==> src/rtl/rr_match_pkg.sv <==
package rr_match_pkg;

    typedef enum logic {
        PH_IDLE = 1'b0,
        PH_RUN  = 1'b1
    } phase_e;

    // Index one place beyond idx, wrapping at n.
    function automatic int unsigned wrap_next(input int unsigned idx, input int unsigned n);
        return (idx + 1 >= n) ? 0 : idx + 1;
    endfunction

endpackage

==> src/rtl/rr_pick.sv <==
module rr_pick #(
    parameter int N  = 4,
    parameter int PW = $clog2(N)
) (
    input  logic [N-1:0]  req,
    input  logic [PW-1:0] ptr,
    output logic [N-1:0]  sel,
    output logic [PW-1:0] idx
);
    logic found;

    // Scan from ptr upward with wraparound; first set bit wins.
    always_comb begin
        sel   = '0;
        idx   = '0;
        found = 1'b0;
        for (int k = 0; k < N; k++) begin
            int pos;
            pos = int'(ptr) + k;
            if (pos >= N) pos = pos - N;
            if (!found && req[pos]) begin
                found    = 1'b1;
                sel[pos] = 1'b1;
                idx      = PW'(pos);
            end
        end
    end
endmodule

==> src/rtl/rr_match_iter.sv <==
module rr_match_iter #(
    parameter int N  = 4,
    parameter int PW = $clog2(N)
) (
    input  logic [N-1:0][N-1:0]  req_m,
    input  logic [N-1:0][N-1:0]  match_m,
    input  logic [N-1:0][PW-1:0] gptr,
    input  logic [N-1:0][PW-1:0] aptr,
    output logic [N-1:0][N-1:0]  acc_m,
    output logic [N-1:0][PW-1:0] g_idx,
    output logic [N-1:0][PW-1:0] a_idx,
    output logic [N-1:0]         g_won,
    output logic [N-1:0]         a_won
);
    logic [N-1:0]         in_busy;
    logic [N-1:0]         out_busy;
    logic [N-1:0][N-1:0]  col_req;   // [output][input]
    logic [N-1:0][N-1:0]  gnt;       // [output][input]
    logic [N-1:0][N-1:0]  gnt_in;    // [input][output]

    always_comb begin
        out_busy = '0;
        for (int i = 0; i < N; i++) begin
            in_busy[i] = |match_m[i];
            for (int j = 0; j < N; j++) begin
                out_busy[j] = out_busy[j] | match_m[i][j];
            end
        end
    end

    // Only free inputs toward free outputs take part in this round.
    always_comb begin
        for (int j = 0; j < N; j++) begin
            for (int i = 0; i < N; i++) begin
                col_req[j][i] = req_m[i][j] & ~in_busy[i] & ~out_busy[j];
            end
        end
    end

    generate
        for (genvar j = 0; j < N; j++) begin : g_grant
            rr_pick #(.N(N), .PW(PW)) u_grant (
                .req (col_req[j]),
                .ptr (gptr[j]),
                .sel (gnt[j]),
                .idx (g_idx[j])
            );
        end
    endgenerate

    always_comb begin
        for (int i = 0; i < N; i++) begin
            for (int j = 0; j < N; j++) begin
                gnt_in[i][j] = gnt[j][i];
            end
        end
    end

    generate
        for (genvar i = 0; i < N; i++) begin : g_accept
            rr_pick #(.N(N), .PW(PW)) u_accept (
                .req (gnt_in[i]),
                .ptr (aptr[i]),
                .sel (acc_m[i]),
                .idx (a_idx[i])
            );
        end
    endgenerate

    always_comb begin
        g_won = '0;
        for (int i = 0; i < N; i++) begin
            a_won[i] = |acc_m[i];
            for (int j = 0; j < N; j++) begin
                g_won[j] = g_won[j] | acc_m[i][j];
            end
        end
    end
endmodule

==> src/rtl/rr_voq_matcher.sv <==
module rr_voq_matcher
    import rr_match_pkg::*;
#(
    parameter int N     = 4,
    parameter int ITERS = 2
) (
    input  logic             clk,
    input  logic             rst,
    input  logic             start,
    input  logic [N*N-1:0]   req,
    output logic             done,
    output logic [N*N-1:0]   match
);
    localparam int PW = $clog2(N);
    localparam int CW = $clog2(ITERS + 1);
    localparam logic [CW-1:0] LAST = CW'(ITERS - 1);

    phase_e               phase_q;
    logic [CW-1:0]        iter_q;
    logic [N-1:0][N-1:0]  req_q;
    logic [N-1:0][N-1:0]  match_q;
    logic [N-1:0][PW-1:0] gptr_q;
    logic [N-1:0][PW-1:0] aptr_q;
    logic                 done_q;

    logic [N-1:0][N-1:0]  acc_m;
    logic [N-1:0][PW-1:0] g_idx;
    logic [N-1:0][PW-1:0] a_idx;
    logic [N-1:0]         g_won;
    logic [N-1:0]         a_won;

    rr_match_iter #(.N(N), .PW(PW)) u_iter (
        .req_m   (req_q),
        .match_m (match_q),
        .gptr    (gptr_q),
        .aptr    (aptr_q),
        .acc_m   (acc_m),
        .g_idx   (g_idx),
        .a_idx   (a_idx),
        .g_won   (g_won),
        .a_won   (a_won)
    );

    always_ff @(posedge clk) begin
        if (rst) begin
            phase_q <= PH_IDLE;
            iter_q  <= '0;
            req_q   <= '0;
            match_q <= '0;
            gptr_q  <= '0;
            aptr_q  <= '0;
            done_q  <= 1'b0;
        end else begin
            done_q <= 1'b0;
            case (phase_q)
                PH_IDLE: begin
                    if (start) begin
                        req_q   <= req;
                        match_q <= '0;
                        iter_q  <= '0;
                        phase_q <= PH_RUN;
                    end
                end
                PH_RUN: begin
                    match_q <= match_q | acc_m;
                    iter_q  <= iter_q + 1'b1;
                    if (iter_q == LAST) begin
                        phase_q <= PH_IDLE;
                        done_q  <= 1'b1;
                    end
                    // Rotate pointers only on the first round's accepts.
                    if (iter_q == '0) begin
                        for (int j = 0; j < N; j++) begin
                            if (g_won[j]) gptr_q[j] <= PW'(wrap_next(int'(g_idx[j]), N));
                        end
                        for (int i = 0; i < N; i++) begin
                            if (a_won[i]) aptr_q[i] <= PW'(wrap_next(int'(a_idx[i]), N));
                        end
                    end
                end
                default: phase_q <= PH_IDLE;
            endcase
        end
    end

    assign done  = done_q;
    assign match = match_q;
endmodule

==> config.mk <==
export PLATFORM = sky130hd
export DESIGN_NAME = rr_voq_matcher
export DESIGN_NICKNAME = d
export VERILOG_FILES = /design/src/rtl/rr_match_pkg.sv /design/src/rtl/rr_pick.sv /design/src/rtl/rr_match_iter.sv /design/src/rtl/rr_voq_matcher.sv
export SDC_FILE = /design/constraint.sdc
export NUM_CORES = 1
export LEC_CHECK = 0
export BUFFER_PORTS_ARGS = -buffer_cell sky130_fd_sc_hd__buf_4
export CAP_MARGIN = 20
export CORE_UTILIZATION = 41
export DETAILED_ROUTE_END_ITERATION = 10
export SYNTH_ARGS = -nofsm -noshare
export SYNTH_HDL_FRONTEND = slang
export SYNTH_SLANG_ARGS = --single-unit
==> constraint.sdc <==
create_clock -name clk -period 6 [get_ports clk]
set_input_delay 0.6 -clock clk [delete_from_list [all_inputs] [get_ports clk]]
set_output_delay 0.6 -clock clk [all_outputs]
set_load 0.01 [all_outputs]
==> results.py, run 1 <==
metrics = {
    "status": {
        "run_status": "complete, no violations",
    },
    "global_routing": {
        "first_global_vias": 6560,
        "grtUsageTotal_pct": 26.0,
        "antenna_found_initial": 0,
        "globalRouteOverflowTotal": 0,
        "grt_pass1_wl_mm": 34.4,
        "grt_max_degree": 40,
    },
    "finish": {
        "num_antenna_cells": 0,
        "stdcell_area_sq_um": 7340,
        "nets": 1014,
        "ff_latch_area_sq_um": 1040,
        "syn_to_final_growth_pct": 10.1,
        "utilization_pct": 46.2,
        "num-fill-cells": 1660,
        "fin_cells": 1150,
        "post_route_cells_drive_above_1_share_pct": 11.1,
        "multiInputGateArea_sq_um": 5250,
    },
    "place": {
        "port_buffers": 35,
        "dp.cells": 1141,
        "place.gp.congestion": 0.900,
        "post-dp-hpwl_mm": 15.9,
        "dpl-instance-area_sq_um": 7150,
    },
    "setup_path": {
        "cp-start-kind": "register",
        "cp_data_arrival_time_ns": 5.53,
        "required_ns": 6.18,
        "rrSetupSlack_ns": 0.65,
        "path_max_fanout": 14,
        "critPathMaxStageDelay_ns": 0.82,
        "worstReg2RegStart": "match[12]",
        "ff2ff_path_depth": 14,
        "cp_cell_sequence": "or4_1 > o32ai_1 > a22oi_1 > mux2_2 > a211oi_1 > buf_4 > o22ai_1 > a21oi_1 > mux2_2 > a221o_1 > nand4bb_1 > o31ai_2 > o21bai_1 > a21oi_1",
        "reg2reg_to": "gptr_q[1]",
        "crit_slowest_cell": "or4_1",
        "critPathCaptureType": "register",
        "criticalPathCategory": "register to register",
    },
    "logic_synthesis": {
        "synth_largest_area_cell": "dfxtp_1",
        "yosysWarnings": 0,
        "synthCells": 923,
        "ys_seq_area_share_pct": 15.6,
        "synth.area.top_cells": "dfxtp_1, ha_1, nand2_1",
        "avgSynthCellArea_sq_um": 7.22,
        "yosysMostFrequentCell": "nand2_1",
        "ys_async_sr_fraction_pct": 0,
        "synth-main-ff-cell": "dfxtp_1",
        "synth_top_area_share_pct": 15.6,
        "ys_seq_elements": 52,
        "syn_area_sq_um": 6670,
        "synth_common_cells": "nand2_1, nor2_1, a21oi_1",
        "syn_nets": 1004,
        "synth.distinct_cells": 90,
        "synth_edf_count": 0,
    },
    "clocking": {
        "clkSlewWorstSetupHoldPaths_ns": 0.07,
        "htreeDepth": 2,
        "cts_resized": 0,
        "root_buffer": "clkbuf_16",
        "cts_sinks": 52,
        "clk_path_buf_depth": 2,
        "numCtsBuffers": 5,
        "cts_setup_buffers": 0,
        "cts_tree": "done",
        "clk_latency_ns": 0.31,
        "cts_hold_buf": 0,
    },
    "hold_path": {
        "hold_start": "req_q[0]",
        "min_delay_path_depth": 2,
        "hold_class": "register to register",
        "min_to": "req_q[0]",
    },
    "power_and_ir_drop": {
        "vdd_ir_drop_max_mv": 0.303,
        "leakage_nw": 2.81,
        "power.density_nw_per_um2": 477,
    },
    "timing": {
        "fin_worst_skew_ns": 0.00269,
        "fmax_ghz": 0.187,
        "maxSlewHeadroom_pct": 37.0,
        "post-route-period-util_pct": 89.2,
        "hold_violations": 0,
        "timing.hold.ws_ns": 0.463,
        "tightest_slew_ns": 0.937,
        "finalCriticalPeriod_ns": 5.35,
        "rsz0062_at_grt": "false",
        "report.final.slew_viol_count": 0,
        "tns_ns": 0,
        "setup_viol": 0,
    },
    "detailed_routing": {
        "drt-pass1-iter-count": 5,
        "drtIter0Drc": 569,
        "num_vias": 7222,
        "ant_nets": 0,
        "post_drt_wl_per_cell_um": 18.5,
        "drc_errors": 0,
        "viasPerCell": 6.28,
        "routed_wl_mm": 21.2,
    },
    "floorplan": {
        "ioPinCount": 36,
        "core-area_sq_um": 15900,
        "die-area_sq_um": 16800,
        "die_w_um": 130,
        "rows": 46,
        "start_util_pct": 42.0,
        "die_y_um": 130,
    },
    "run": {
        "maxCapViolations": 0,
    },
}
[through the flow]
step	total power (W)	worst slack, ns
after floorplan	0.00244	1.49
after global placement	0.00310	0.788
after detailed placement	0.00308	0.898
after CTS	0.00346	0.865
after global routing	0.00381	0.439
final	0.00350	0.650
[report_power, final]
part	leakage, nW	switching (W)	internal, W	total [W]
Sequential	0.423	0.000133	0.000403	0.000536
Combinational	2.30	0.00163	0.000969	0.00260
Clock	0.0901	0.000149	0.000220	0.000369
Total	2.81	0.00191	0.00159	0.00350
[cell type report]
cell class                      instances  area share [%]
Multi-Input combinational cell        771            71.6
Sequential cell                        52            14.2
Clock inverter                          1           0.409
Tap cell                              216            3.68
Timing Repair Buffer                   55            5.63
Clock buffer                            7            2.08
Inverter                               48            2.45
[logic make-up after synthesis]
family / after synthesis / synth area share, %
buffers and inverters: 100 / 5.87
XOR/XNOR: 4 / 0.526
AO/OA/AOI/OAI: 325 / 36.0
AND/OR/NAND/NOR: 357 / 25.8
multiplexers: 23 / 4.54
adder cells (fa/ha/maj): 62 / 11.6
flip-flops: 52 / 15.6
[cell usage in the layout, fill, tap and decap left out, types with 10 or more instances in the layout]
cell type,netlist,final
nand2_1,121,121
nor2_1,87,87
a21oi_1,70,70
ha_1,62,62
buf_4,0,55
dfxtp_1,52,52
inv_1,44,44
o21ai_0,40,40
a211oi_1,30,30
nor3_1,25,25
nand3_1,25,25
a221o_1,16,16
nand4_1,15,15
o211ai_1,13,13
o31ai_1,13,13
a2111oi_0,11,11
o22ai_1,11,11
a22oi_1,11,11
a21o_1,11,11
a32oi_1,10,10
mux2i_1,10,10
nor2b_1,10,10
[how the worst max path moves through the flow]
stage	from	endpoint	slack, ns	depth (start not counted)
global placement	match[12]	gptr_q[1]	0.79	14
global route	match[14]	gptr_q[0]	0.44	14
CTS	match[12]	gptr_q[1]	0.86	14
finish	match[12]	gptr_q[1]	0.65	14
detailed placement	match[12]	gptr_q[1]	0.90	14
floorplan	match[3]	gptr_q[1]	1.49	14
[flip-flops by register name (all words and copies together), names as in the netlist]
signal	flops
match	16
req_q	16
aptr_q	8
gptr_q	8
iter_q	2
done	1
phase_q	1
[per-layer routing]
layer	part of all wire (%)	vias up	GRT usage [%]
li1	-	3537	-
met1	44	3426	34.2
met2	48	225	43.9
met3	5.3	34	3.14
met4	2.3	0	8.76
met5	0	-	0
[critical path, delay by kind of cell, from the launching register on]
family                 cells  cell delay (ns)
multiplexers               2             0.76
AND/OR/NAND/NOR            2             1.17
buffers and inverters      1             0.25
flip-flops                 1             0.37
AO/OA/AOI/OAI              9             2.66
Power figures use the tool's default switching activity.
==> run 2: changes to the inputs <==
Settings changed: ABC_AREA set to 1, BUFFER_PORTS_ARGS -buffer_cell sky130_fd_sc_hd__buf_4 to unset, DONT_BUFFER_PORTS set to 1.
==> run 2 against run 1 <==
  * Final cell count up 3.8%
  * Clock-buffer cell count down 1
  * Via count down 11%
  * First-iteration DRC count down 7.2%
  * Flip-flop and latch count unchanged
  * Synthesized cell count up 9.9%
  * Hold slack worse by 0.10 ns
  * Global-route usage down 3.1 points
  * Utilization down 1.9 points
  * Routed wire length down 15%
  * Non-clock buffer count down 54
  * Critical endpoint is now gptr_q[7]
  * Worst setup slack better by 1.7 ns
==> results.py, run 2 <==
metrics = {
    "status": {
        "run_status": "complete, no violations",
    },
    "timing": {
        "setup_viol": 0,
        "tightest_slew_ns": 0.930,
        "post-route-period-util_pct": 60.0,
        "tns_ns": 0,
        "fin_worst_skew_ns": 0.00905,
        "finalCriticalPeriod_ns": 3.60,
        "maxSlewHeadroom_pct": 37.9,
        "timing.hold.ws_ns": 0.360,
        "report.final.slew_viol_count": 0,
        "fmax_ghz": 0.278,
        "hold_violations": 0,
        "rsz0062_at_grt": "false",
    },
    "logic_synthesis": {
        "ys_seq_area_share_pct": 16.3,
        "synth-simple-area-share_pct": 55.8,
        "syn_nets": 1095,
        "synth_largest_area_cell": "dfxtp_1",
        "avgSynthCellArea_sq_um": 6.31,
        "synth-main-ff-cell": "dfxtp_1",
        "synth.distinct_cells": 38,
        "yosys-mux-area-fraction_pct": 0,
        "synth_compound_area_share_pct": 8.21,
        "synth.area.top_cells": "dfxtp_1, nand2_1, nand3_1",
        "yosysWarnings": 0,
        "ys_seq_elements": 52,
        "syn_area_sq_um": 6400,
        "synth_xor_area_share_pct": 0.684,
        "synth_top_family_by_area": "simple AND/OR/NAND/NOR gates",
        "ys_async_sr_fraction_pct": 0,
        "synthCells": 1014,
        "synthAdderAreaFrac_pct": 12.1,
        "synth_edf_count": 0,
        "yosysMostFrequentCell": "nand2_1",
        "synth_top_area_share_pct": 16.3,
        "synth_common_cells": "nand2_1, nand3_1, nor2_1",
    },
    "place": {
        "dpl-instance-area_sq_um": 6560,
        "port_buffers": 0,
        "post-dp-hpwl_mm": 14.3,
        "place.gp.congestion": 0.896,
    },
    "finish": {
        "final_cell_mix": "nand2_1, nand3_1, nor2_1",
        "stdcell_area_sq_um": 6740,
        "utilization_pct": 44.3,
        "syn_to_final_growth_pct": 5.20,
        "nets": 1086,
        "num-fill-cells": 1602,
        "num_antenna_cells": 0,
        "final_common_cell": "nand2_1",
        "post_route_cells_drive_above_1_share_pct": 14.8,
        "multiInputGateArea_sq_um": 4920,
        "ff_latch_area_sq_um": 1040,
    },
    "clocking": {
        "clk_path_buf_depth": 2,
        "cts_tree": "done",
        "htreeDepth": 2,
        "cts_resized": 0,
        "cts_sinks": 52,
        "cts_setup_buffers": 0,
        "cts_hold_buf": 0,
        "clk_latency_ns": 0.31,
        "clkSlewWorstSetupHoldPaths_ns": 0.07,
        "root_buffer": "clkbuf_16",
        "numCtsBuffers": 5,
    },
    "global_routing": {
        "globalRouteOverflowTotal": 0,
        "grt_pass1_wl_mm": 29.4,
        "antenna_found_initial": 0,
        "grt_max_degree": 36,
        "grtUsageTotal_pct": 22.9,
        "first_global_vias": 5755,
    },
    "floorplan": {
        "die_y_um": 127,
        "start_util_pct": 42.1,
        "die-area_sq_um": 16100,
        "die_w_um": 127,
        "rows": 45,
        "core-area_sq_um": 15200,
        "ioPinCount": 36,
    },
    "detailed_routing": {
        "viasPerCell": 5.35,
        "wl_met2_mm": 7.81,
        "drtIter0Drc": 528,
        "drt-pass1-iter-count": 7,
        "drc_errors": 0,
        "top_layer_used": "met4",
        "routed_wl_mm": 18.1,
        "ant_nets": 0,
        "post_drt_wl_per_cell_um": 15.2,
        "route.met3.wl_mm": 1.26,
        "drt-met1-wl_mm": 8.69,
        "num_vias": 6393,
    },
    "setup_path": {
        "criticalPathCategory": "register to register",
        "required_ns": 6.20,
        "critPathCaptureType": "register",
        "ff2ff_path_depth": 22,
        "path_max_fanout": 12,
        "cp-start-kind": "register",
        "rrSetupSlack_ns": 2.40,
        "cp_data_arrival_time_ns": 3.81,
    },
    "hold_path": {
        "hold_class": "primary input to register",
        "min_delay_path_depth": 1,
    },
    "run": {
        "maxCapViolations": 0,
    },
}
-- run 2: cell count changes in the layout (fill, tap and decap cells not counted), sizes merged, moves of 13 or more --
cell and change:
a21oi -22, a211oi -32, nand3 +174, a2111oi -13, nand4 +15, buf -54
nor3 -24, nor2 +53, nand2 +191, a221o -16, inv +46
-- run 2: path summary, 6_finish.rpt --
| check | endpoint | from |
|---|---|---|
| hold reg to reg | req_q[12] | req_q[12] |
| setup / recovery | gptr_q[7] | gptr_q[6] |
| hold / removal | iter_q[1] | rst |
| setup reg to reg | gptr_q[7] | gptr_q[6] |
-- run 2: metrics by stage --
step | instances | setup WS [ns]
after global placement | 1186 | 2.44
after floorplan | 1014 | 3.15
after detailed placement | 1186 | 2.44
final | 1194 | 2.40
after global routing | 1194 | 2.04
after CTS | 1194 | 2.42
-- run 2: cell families after synthesis --
kind of cell,Yosys count
flops,52
xor+xnor,5
fa+ha+maj,62
simple gates,689
buf+inv,110
compound gates,96
-- run 2: cell type report --
| class | instances | area share [%] |
|---|---|---|
| clock buffer | 6 | 2.06 |
| clock inverter | 2 | 0.576 |
| inverter | 93 | 5.26 |
| multi-input combinational | 852 | 73.0 |
| sequential | 52 | 15.5 |
| tap | 188 | 3.49 |
| timing repair buffer | 1 | 0.111 |
-- run 2: metal layers --
| metal | up-vias | global-route usage [%] |
|---|---|---|
| met5 | - | 0 |
| met4 | 0 | 6.37 |
| met3 | 23 | 4.34 |
| met2 | 217 | 35.8 |
| met1 | 2829 | 31.8 |
| li1 | 3324 | - |
-- run 2: worst max-delay path, stage by stage (launching register included) --
cell and delay, ns:
dfxtp_1 0.61, inv_2 0.19, ha_1 0.42, inv_1 0.14, nand3_1 0.10, nand2_2 0.11
nand2_1 0.10, nor2_4 0.16, nand3_1 0.23, nand3_1 0.18, nand2_1 0.09, nand2_1 0.08
nand2_2 0.12, nand2_2 0.11, nor2_4 0.05, nand2_1 0.07, nand3_2 0.10, nor2_1 0.23
nand2_2 0.14, nand2_1 0.10, nand2_1 0.06, nand2_1 0.06, nor2_1 0.04
Power of run 2 is left out: the tool's default activity adds up to more than one toggle a clock period on the data nets, which glitch-free logic cannot reach.
